==> src/rtl/cdt_pkg.sv <==
package cdt_pkg;
  localparam int SRC_N      = 4;
  localparam int OFF_IEN    = 'h00;
  localparam int OFF_STAT   = 'h04;
  localparam int CH_BASE    = 'h10;
  localparam int CH_STRIDE  = 'h10;
  localparam int OFF_CTL    = 'h0;
  localparam int OFF_IVL    = 'h4;
  localparam int OFF_CNT    = 'h8;

  // control word layout, msb first: single(7) div(6:4) src(3:2) load(1) run(0)
  typedef struct packed {
    logic       single;
    logic [2:0] div;
    logic [1:0] src;
    logic       load;
    logic       run;
  } ctl_t;

  localparam int CTL_W = $bits(ctl_t);
  localparam int DIV_W = 3;
endpackage

==> src/rtl/cdt_prescale.sv <==
module cdt_prescale #(
  parameter int DIV_W = 3
) (
  input  logic             clk,
  input  logic             rst_n,
  input  logic             clr,
  input  logic             src_pulse,
  input  logic [DIV_W-1:0] div,
  output logic             tick
);
  localparam int PC_W = (1 << DIV_W) - 1;

  logic [PC_W-1:0] pc_q, pc_d, mask;

  always_comb begin
    for (int i = 0; i < PC_W; i++) mask[i] = (i < int'(div));
  end

  assign tick = src_pulse && ((pc_q & mask) == mask);

  always_comb begin
    pc_d = pc_q;
    if (clr)            pc_d = '0;
    else if (src_pulse) pc_d = pc_q + PC_W'(1);
  end

  always_ff @(posedge clk or negedge rst_n) begin
    if (!rst_n) pc_q <= '0;
    else        pc_q <= pc_d;
  end
endmodule

==> src/rtl/cdt_channel.sv <==
module cdt_channel import cdt_pkg::*; #(
  parameter int CNT_W       = 32,
  parameter int DRAIN_TICKS = 2
) (
  input  logic             clk,
  input  logic             rst_n,
  input  logic [SRC_N-1:0] src_tick,
  input  logic             ctl_we,
  input  logic             ivl_we,
  input  logic [CNT_W-1:0] wdata,
  output ctl_t             ctl_q,
  output logic [CNT_W-1:0] ivl_q,
  output logic [CNT_W-1:0] cnt_q,
  output logic             active_q,
  output logic             evt
);
  localparam int DR_W = $clog2(DRAIN_TICKS + 1);

  ctl_t             ctl_d, wctl;
  logic [CNT_W-1:0] ivl_d, cnt_d;
  logic             active_d, pend_q, pend_d;
  logic [DR_W-1:0]  drain_q, drain_d;
  logic             src_hit, pre_tick, step, at_end, ps_clr;

  assign wctl    = ctl_t'(wdata[CTL_W-1:0]);
  assign src_hit = src_tick[ctl_q.src];
  assign ps_clr  = !active_q || ctl_we;

  cdt_prescale #(.DIV_W(DIV_W)) u_pre (
    .clk       (clk),
    .rst_n     (rst_n),
    .clr       (ps_clr),
    .src_pulse (src_hit),
    .div       (ctl_q.div),
    .tick      (pre_tick)
  );

  assign step   = active_q && !ctl_we && pre_tick;
  assign at_end = (cnt_q[CNT_W-1:1] == '0);
  assign evt    = step && at_end;

  always_comb begin
    ctl_d    = ctl_q;
    ivl_d    = ivl_q;
    cnt_d    = cnt_q;
    active_d = active_q;
    pend_d   = pend_q;
    drain_d  = drain_q;
    if (ivl_we) ivl_d = wdata;
    if (ctl_we) begin
      ctl_d      = wctl;
      ctl_d.load = 1'b0;
      if (wctl.run) begin
        active_d = 1'b1;
        pend_d   = 1'b0;
        drain_d  = '0;
        if (wctl.load) cnt_d = ivl_q;
      end else if (active_q && !pend_q) begin
        pend_d  = 1'b1;
        drain_d = '0;
      end
    end else if (active_q) begin
      if (step) begin
        if (at_end) begin
          if (ctl_q.single) begin
            cnt_d     = '0;
            active_d  = 1'b0;
            pend_d    = 1'b0;
            ctl_d.run = 1'b0;
          end else begin
            cnt_d = ivl_q;
          end
        end else begin
          cnt_d = cnt_q - CNT_W'(1);
        end
      end
      if (pend_q && src_hit && active_d) begin
        if (drain_q == DR_W'(DRAIN_TICKS - 1)) begin
          active_d = 1'b0;
          pend_d   = 1'b0;
        end else begin
          drain_d = drain_q + DR_W'(1);
        end
      end
    end
  end

  always_ff @(posedge clk or negedge rst_n) begin
    if (!rst_n) begin
      ctl_q    <= '0;
      ivl_q    <= '0;
      cnt_q    <= '0;
      active_q <= 1'b0;
      pend_q   <= 1'b0;
      drain_q  <= '0;
    end else begin
      ctl_q    <= ctl_d;
      ivl_q    <= ivl_d;
      cnt_q    <= cnt_d;
      active_q <= active_d;
      pend_q   <= pend_d;
      drain_q  <= drain_d;
    end
  end
endmodule

==> src/rtl/cdt_irq.sv <==
module cdt_irq #(
  parameter int NCH = 2
) (
  input  logic           clk,
  input  logic           rst_n,
  input  logic [NCH-1:0] evt,
  input  logic           ien_we,
  input  logic           stat_we,
  input  logic [NCH-1:0] wbits,
  output logic [NCH-1:0] ien_q,
  output logic [NCH-1:0] stat_q,
  output logic           irq
);
  logic [NCH-1:0] ien_d, stat_d, clr_mask;

  assign clr_mask = stat_we ? wbits : '0;

  always_comb begin
    ien_d  = ien_we ? wbits : ien_q;
    stat_d = (stat_q & ~clr_mask) | evt;
  end

  always_ff @(posedge clk or negedge rst_n) begin
    if (!rst_n) begin
      ien_q  <= '0;
      stat_q <= '0;
    end else begin
      ien_q  <= ien_d;
      stat_q <= stat_d;
    end
  end

  assign irq = |(stat_q & ien_q);
endmodule

==> src/rtl/cdt_timer.sv <==
module cdt_timer import cdt_pkg::*; #(
  parameter int NUM_CH      = 2,
  parameter int ADDR_W      = 8,
  parameter int DATA_W      = 32,
  parameter int DRAIN_TICKS = 2
) (
  input  logic              clk,
  input  logic              rst_n,
  input  logic              bus_wr,
  input  logic [ADDR_W-1:0] bus_addr,
  input  logic [DATA_W-1:0] bus_wdata,
  output logic [DATA_W-1:0] bus_rdata,
  input  logic [SRC_N-1:0]  src_tick,
  output logic              irq
);
  logic [NUM_CH-1:0][DATA_W-1:0] cnt_all, ivl_all;
  ctl_t [NUM_CH-1:0]             ctl_all;
  logic [NUM_CH-1:0]             act_all, evt_all, single_all;
  logic [NUM_CH-1:0]             ien_q, stat_q;
  logic                          ien_hit, stat_hit;

  assign ien_hit  = bus_addr == ADDR_W'(OFF_IEN);
  assign stat_hit = bus_addr == ADDR_W'(OFF_STAT);

  for (genvar g = 0; g < NUM_CH; g++) begin : g_ch
    localparam int BASE = CH_BASE + g * CH_STRIDE;
    logic ctl_we, ivl_we;
    assign ctl_we = bus_wr && (bus_addr == ADDR_W'(BASE + OFF_CTL));
    assign ivl_we = bus_wr && (bus_addr == ADDR_W'(BASE + OFF_IVL));

    cdt_channel #(.CNT_W(DATA_W), .DRAIN_TICKS(DRAIN_TICKS)) u_ch (
      .clk      (clk),
      .rst_n    (rst_n),
      .src_tick (src_tick),
      .ctl_we   (ctl_we),
      .ivl_we   (ivl_we),
      .wdata    (bus_wdata),
      .ctl_q    (ctl_all[g]),
      .ivl_q    (ivl_all[g]),
      .cnt_q    (cnt_all[g]),
      .active_q (act_all[g]),
      .evt      (evt_all[g])
    );
    assign single_all[g] = ctl_all[g].single;
  end

  cdt_irq #(.NCH(NUM_CH)) u_irq (
    .clk     (clk),
    .rst_n   (rst_n),
    .evt     (evt_all),
    .ien_we  (bus_wr && ien_hit),
    .stat_we (bus_wr && stat_hit),
    .wbits   (bus_wdata[NUM_CH-1:0]),
    .ien_q   (ien_q),
    .stat_q  (stat_q),
    .irq     (irq)
  );

  always_comb begin
    bus_rdata = '0;
    if (ien_hit)  bus_rdata = DATA_W'(ien_q);
    if (stat_hit) bus_rdata = DATA_W'(stat_q);
    for (int i = 0; i < NUM_CH; i++) begin
      if (bus_addr == ADDR_W'(CH_BASE + i * CH_STRIDE + OFF_CTL)) bus_rdata = DATA_W'(ctl_all[i]);
      if (bus_addr == ADDR_W'(CH_BASE + i * CH_STRIDE + OFF_IVL)) bus_rdata = ivl_all[i];
      if (bus_addr == ADDR_W'(CH_BASE + i * CH_STRIDE + OFF_CNT)) bus_rdata = cnt_all[i];
    end
  end
endmodule

==> config.mk <==
export PLATFORM = sky130hd
export DESIGN_NAME = cdt_timer
export DESIGN_NICKNAME = d
export VERILOG_FILES = /design/src/rtl/cdt_pkg.sv /design/src/rtl/cdt_prescale.sv /design/src/rtl/cdt_channel.sv /design/src/rtl/cdt_irq.sv /design/src/rtl/cdt_timer.sv
export SDC_FILE = /design/constraint.sdc
export NUM_CORES = 1
export LEC_CHECK = 0
export BUFFER_PORTS_ARGS = -buffer_cell sky130_fd_sc_hd__buf_2
export CORE_UTILIZATION = 57
export DETAILED_ROUTE_END_ITERATION = 10
export PLACE_DENSITY = 0.79
export SKIP_LAST_GASP = 1
export SYNTH_ARGS = -nofsm -noshare
export SYNTH_HDL_FRONTEND = slang
export SYNTH_HIERARCHICAL = 1
export SYNTH_SLANG_ARGS = --single-unit
==> constraint.sdc <==
create_clock -name clk -period 4.9 [get_ports clk]
set_input_delay 0.245 -clock clk [delete_from_list [all_inputs] [get_ports clk]]
set_output_delay 0.245 -clock clk [all_outputs]
set_load 0.01 [all_outputs]
==> metrics.cfg <==
[outcome]
outcome=finished, violations left
violations=DRC

[setup_path]
critPathArrivalTime_ns=3.91
crit_family=simple AND/OR/NAND/NOR gates
crit_path_start=bus_addr[5]
cp-end-kind=flop
crit_chain=buf_2, or4b_1, nor2_2, nand3_1, a2111oi_4, and4_4, or2_4, a221o_1
crit_required_ns=5.26
r2r_start=g_ch[1].u_ch/ctl_q[2]$_DFFE_PN0P_
slowest_stage=or4b_1
reg2regPathDepth=8
slowest_delay_ns=0.95
start_kind=input pin
worst-path-buf-inv=1
r2r_setup_slack_ns=1.62
crit_type=input pin to flop
path_max_fanout=29
r2r-end=g_ch[1].u_ch/cnt_q[30]$_DFFE_PN0P_

[sta]
fin_ws_ns=1.35
hold_ws_ns=0.0701
rsz0062_at_grt=false
fmax_mhz=282
tns_ns=0
setup_violations=0
hold_viol=0
period_needed_ns=3.55
relSlewSlack=0.282
skew_ns=0.0136
fin_crit_sh=0.724
slew_violations=0
worstMarginPinSlew_ns=1.08

[global_routing]
grtUsageTotal=0.333
grt_pass1_vias=8364
antenna_found_initial=0
grt-ovfl-total=0
grt_pass1_wl_mm=47.3
grt_max_degree=72

[yosys]
yosys.area.top_type=dfrtp_1
avgSynthCellArea_um2=10.1
synthCells=1023
synth_top_flop_cell=dfrtp_1
synth.distinct_cells=82
ys_ff_latch=168
yosysTopAreaCellShare=0.407
synth_xor_area_frac=0.0110
synth_fp_nets=1076
async_flop_share=1.00
synthMuxAreaShare=0.103
ys_seq_area_frac=0.407
synth_area_um2=10300
synth_edf_count=0
synthSimpleGateAreaFrac=0.214
synth_top_family_by_area=simple AND/OR/NAND/NOR gates
ys_warn_count=6
synth-compound-area-share=0.207
synthTopCellsByArea=dfrtp_1, mux2_2, a221o_1
synth_adder_area_share=0.00727

[place]
io_buffers=79
place_hpwl_mm=21.2
dp_cells=1270
dp_worst_setup_slack_ns=0.984
place_congestion=0.959

[layout]
nNetsFinal=1118
drive_above_1_share=0.220
syn_to_final_growth_pct=9.23
layout_commonest_cell=dfrtp_1
fin_cells=1303
final_cell_mix=dfrtp_1, nor2_1, buf_2, mux2_2, nand2_1
diodes=0
fill_cells=1423

[detailed_routing]
wl_per_cell_um=23.3
firstDrtPassIters=11
drtIter0Drc=1249
drc=6
routed_wl_mm=30.4
num_vias=9121
vias_per_cell=7.00
ant_nets=0

[clock_network]
post_cts_buffers=0
clockRootBuffer=clkbuf_16
clk_pin_slew_ns=0.07
cts_buffers=17
cts_tree=built
htreeDepth=4
cts_buffer_depth=2
cts_sinks=168
clk_latency_ns=0.43

[die]
die-area_um2=18700
core_um2=17500
floorplan.initialDensity=0.591
row_count=48
num_io_pins=80
die_w_um=137
die_h_um=137

[power_and_ir_drop]
power.density_nw_per_um2=272
p_leak_nw=4.83
power_mw=3.06
vdd_drop_max_mv=0.263

[hold_path]
min_to=g_ch[1].u_ch/ivl_q[29]$_DFFE_PN0P_
hold_class=input pin to flop
whs_path_depth=2
hold_path.startpoint=bus_wdata[29]

[run]
cap_viol_max_count=0

[worst max-delay path by stage]
| stage | end | slack (ns) | cells past startpoint |
|---|---|---|---|
| 2_1_floorplan | g_ch[0].u_ch/cnt_q[15]$_DFFE_PN0P_ | 1.94 | 12 |
| 3_3_place_gp | g_ch[0].u_ch/cnt_q[3]$_DFFE_PN0P_ | 1.08 | 8 |
| 3_5_place_dp | g_ch[0].u_ch/cnt_q[15]$_DFFE_PN0P_ | 0.98 | 8 |
| 4_1_cts | g_ch[0].u_ch/cnt_q[2]$_DFFE_PN0P_ | 1.43 | 8 |
| 5_1_grt | g_ch[0].u_ch/cnt_q[2]$_DFFE_PN0P_ | 1.17 | 8 |
| 6_report | g_ch[0].u_ch/cnt_q[2]$_DFFE_PN0P_ | 1.35 | 8 |
[sequential cells by signal, indices dropped and copies added, names as in the netlist]
signal	count
g_ch.u_ch/ctl_q	14
g_ch.u_ch/ivl_q	64
u_irq/stat_q	2
g_ch.u_ch/drain_q	4
u_irq/ien_q	2
g_ch.u_ch/u_pre/pc_q	14
g_ch.u_ch/cnt_q	64
g_ch.u_ch/pend_q	2
g_ch.u_ch/active_q	2
[routing by layer]
layer / wire, um / GRT usage / vias to the layer above / part of all wire
met5: 0 / 0 / - / 0
met4: 737 / 0.0944 / 0 / 0.024
met3: 2630 / 0.0600 / 75 / 0.086
met2: 13600 / 0.499 / 505 / 0.45
met1: 13400 / 0.491 / 4474 / 0.44
li1: - / - / 4067 / -
[logic make-up after synthesis]
group                    count (synthesis)
AND/OR/NAND/NOR                        388
AO/OA/AOI/OAI                          263
flip-flops                             168
multiplexers                            93
buffers and inverters                   90
XOR/XNOR                                13
adder cells (fa/ha/maj)                  6
other                                    2
[cell type report]
| cell class | count | area [um^2] | share of cell area |
|---|---|---|---|
| Multi-Input combinational cell | 765 | 5620 | 0.499 |
| Sequential cell | 168 | 4200 | 0.373 |
| Timing Repair Buffer | 93 | 509 | 0.0452 |
| Clock buffer | 17 | 425 | 0.0377 |
| Tap cell | 225 | 282 | 0.0250 |
| Clock inverter | 15 | 158 | 0.0140 |
| Inverter | 20 | 75.1 | 0.00666 |
[timing repair]
item,in CTS,in global routing
hold buffers,1,0
hold endpoints to repair,69,0
gates resized for setup,0,0
[per-stage QoR]
step,area (um^2),utilization
after floorplan,10300,-
after global placement,10700,0.611
after detailed placement,10700,0.611
after CTS,11300,0.645
after global routing,11300,0.645
final,11300,0.645
[where the power goes]
| part | leakage (nW) | internal, mW | total [mW] | switching [mW] |
|---|---|---|---|---|
| clock | 0.287 | 0.724 | 1.35 | 0.630 |
| sequential | 2.20 | 1.43 | 1.47 | 0.0489 |
| combinational | 2.35 | 0.0890 | 0.235 | 0.146 |
| total | 4.83 | 2.24 | 3.06 | 0.825 |
[synth_stat cells (all sizes together) (8+ instances only)]
cell,instances
and2,8
nand2,68
a22oi,27
a221o,62
o211ai,8
nand4,19
clkbuf,23
nor3,41
a21o,10
o21ai,45
nand3,22
nor4b,9
or3,16
and4,8
buf,47
mux2i,11
dfrtp,168
a211o,12
nor2,103
and3,13
or4,13
xor2,9
nor4,28
a21oi,18
mux2,80
nor2b,10
o221ai,8
inv,20
No activity file was read; power rests on OpenSTA's default activity.
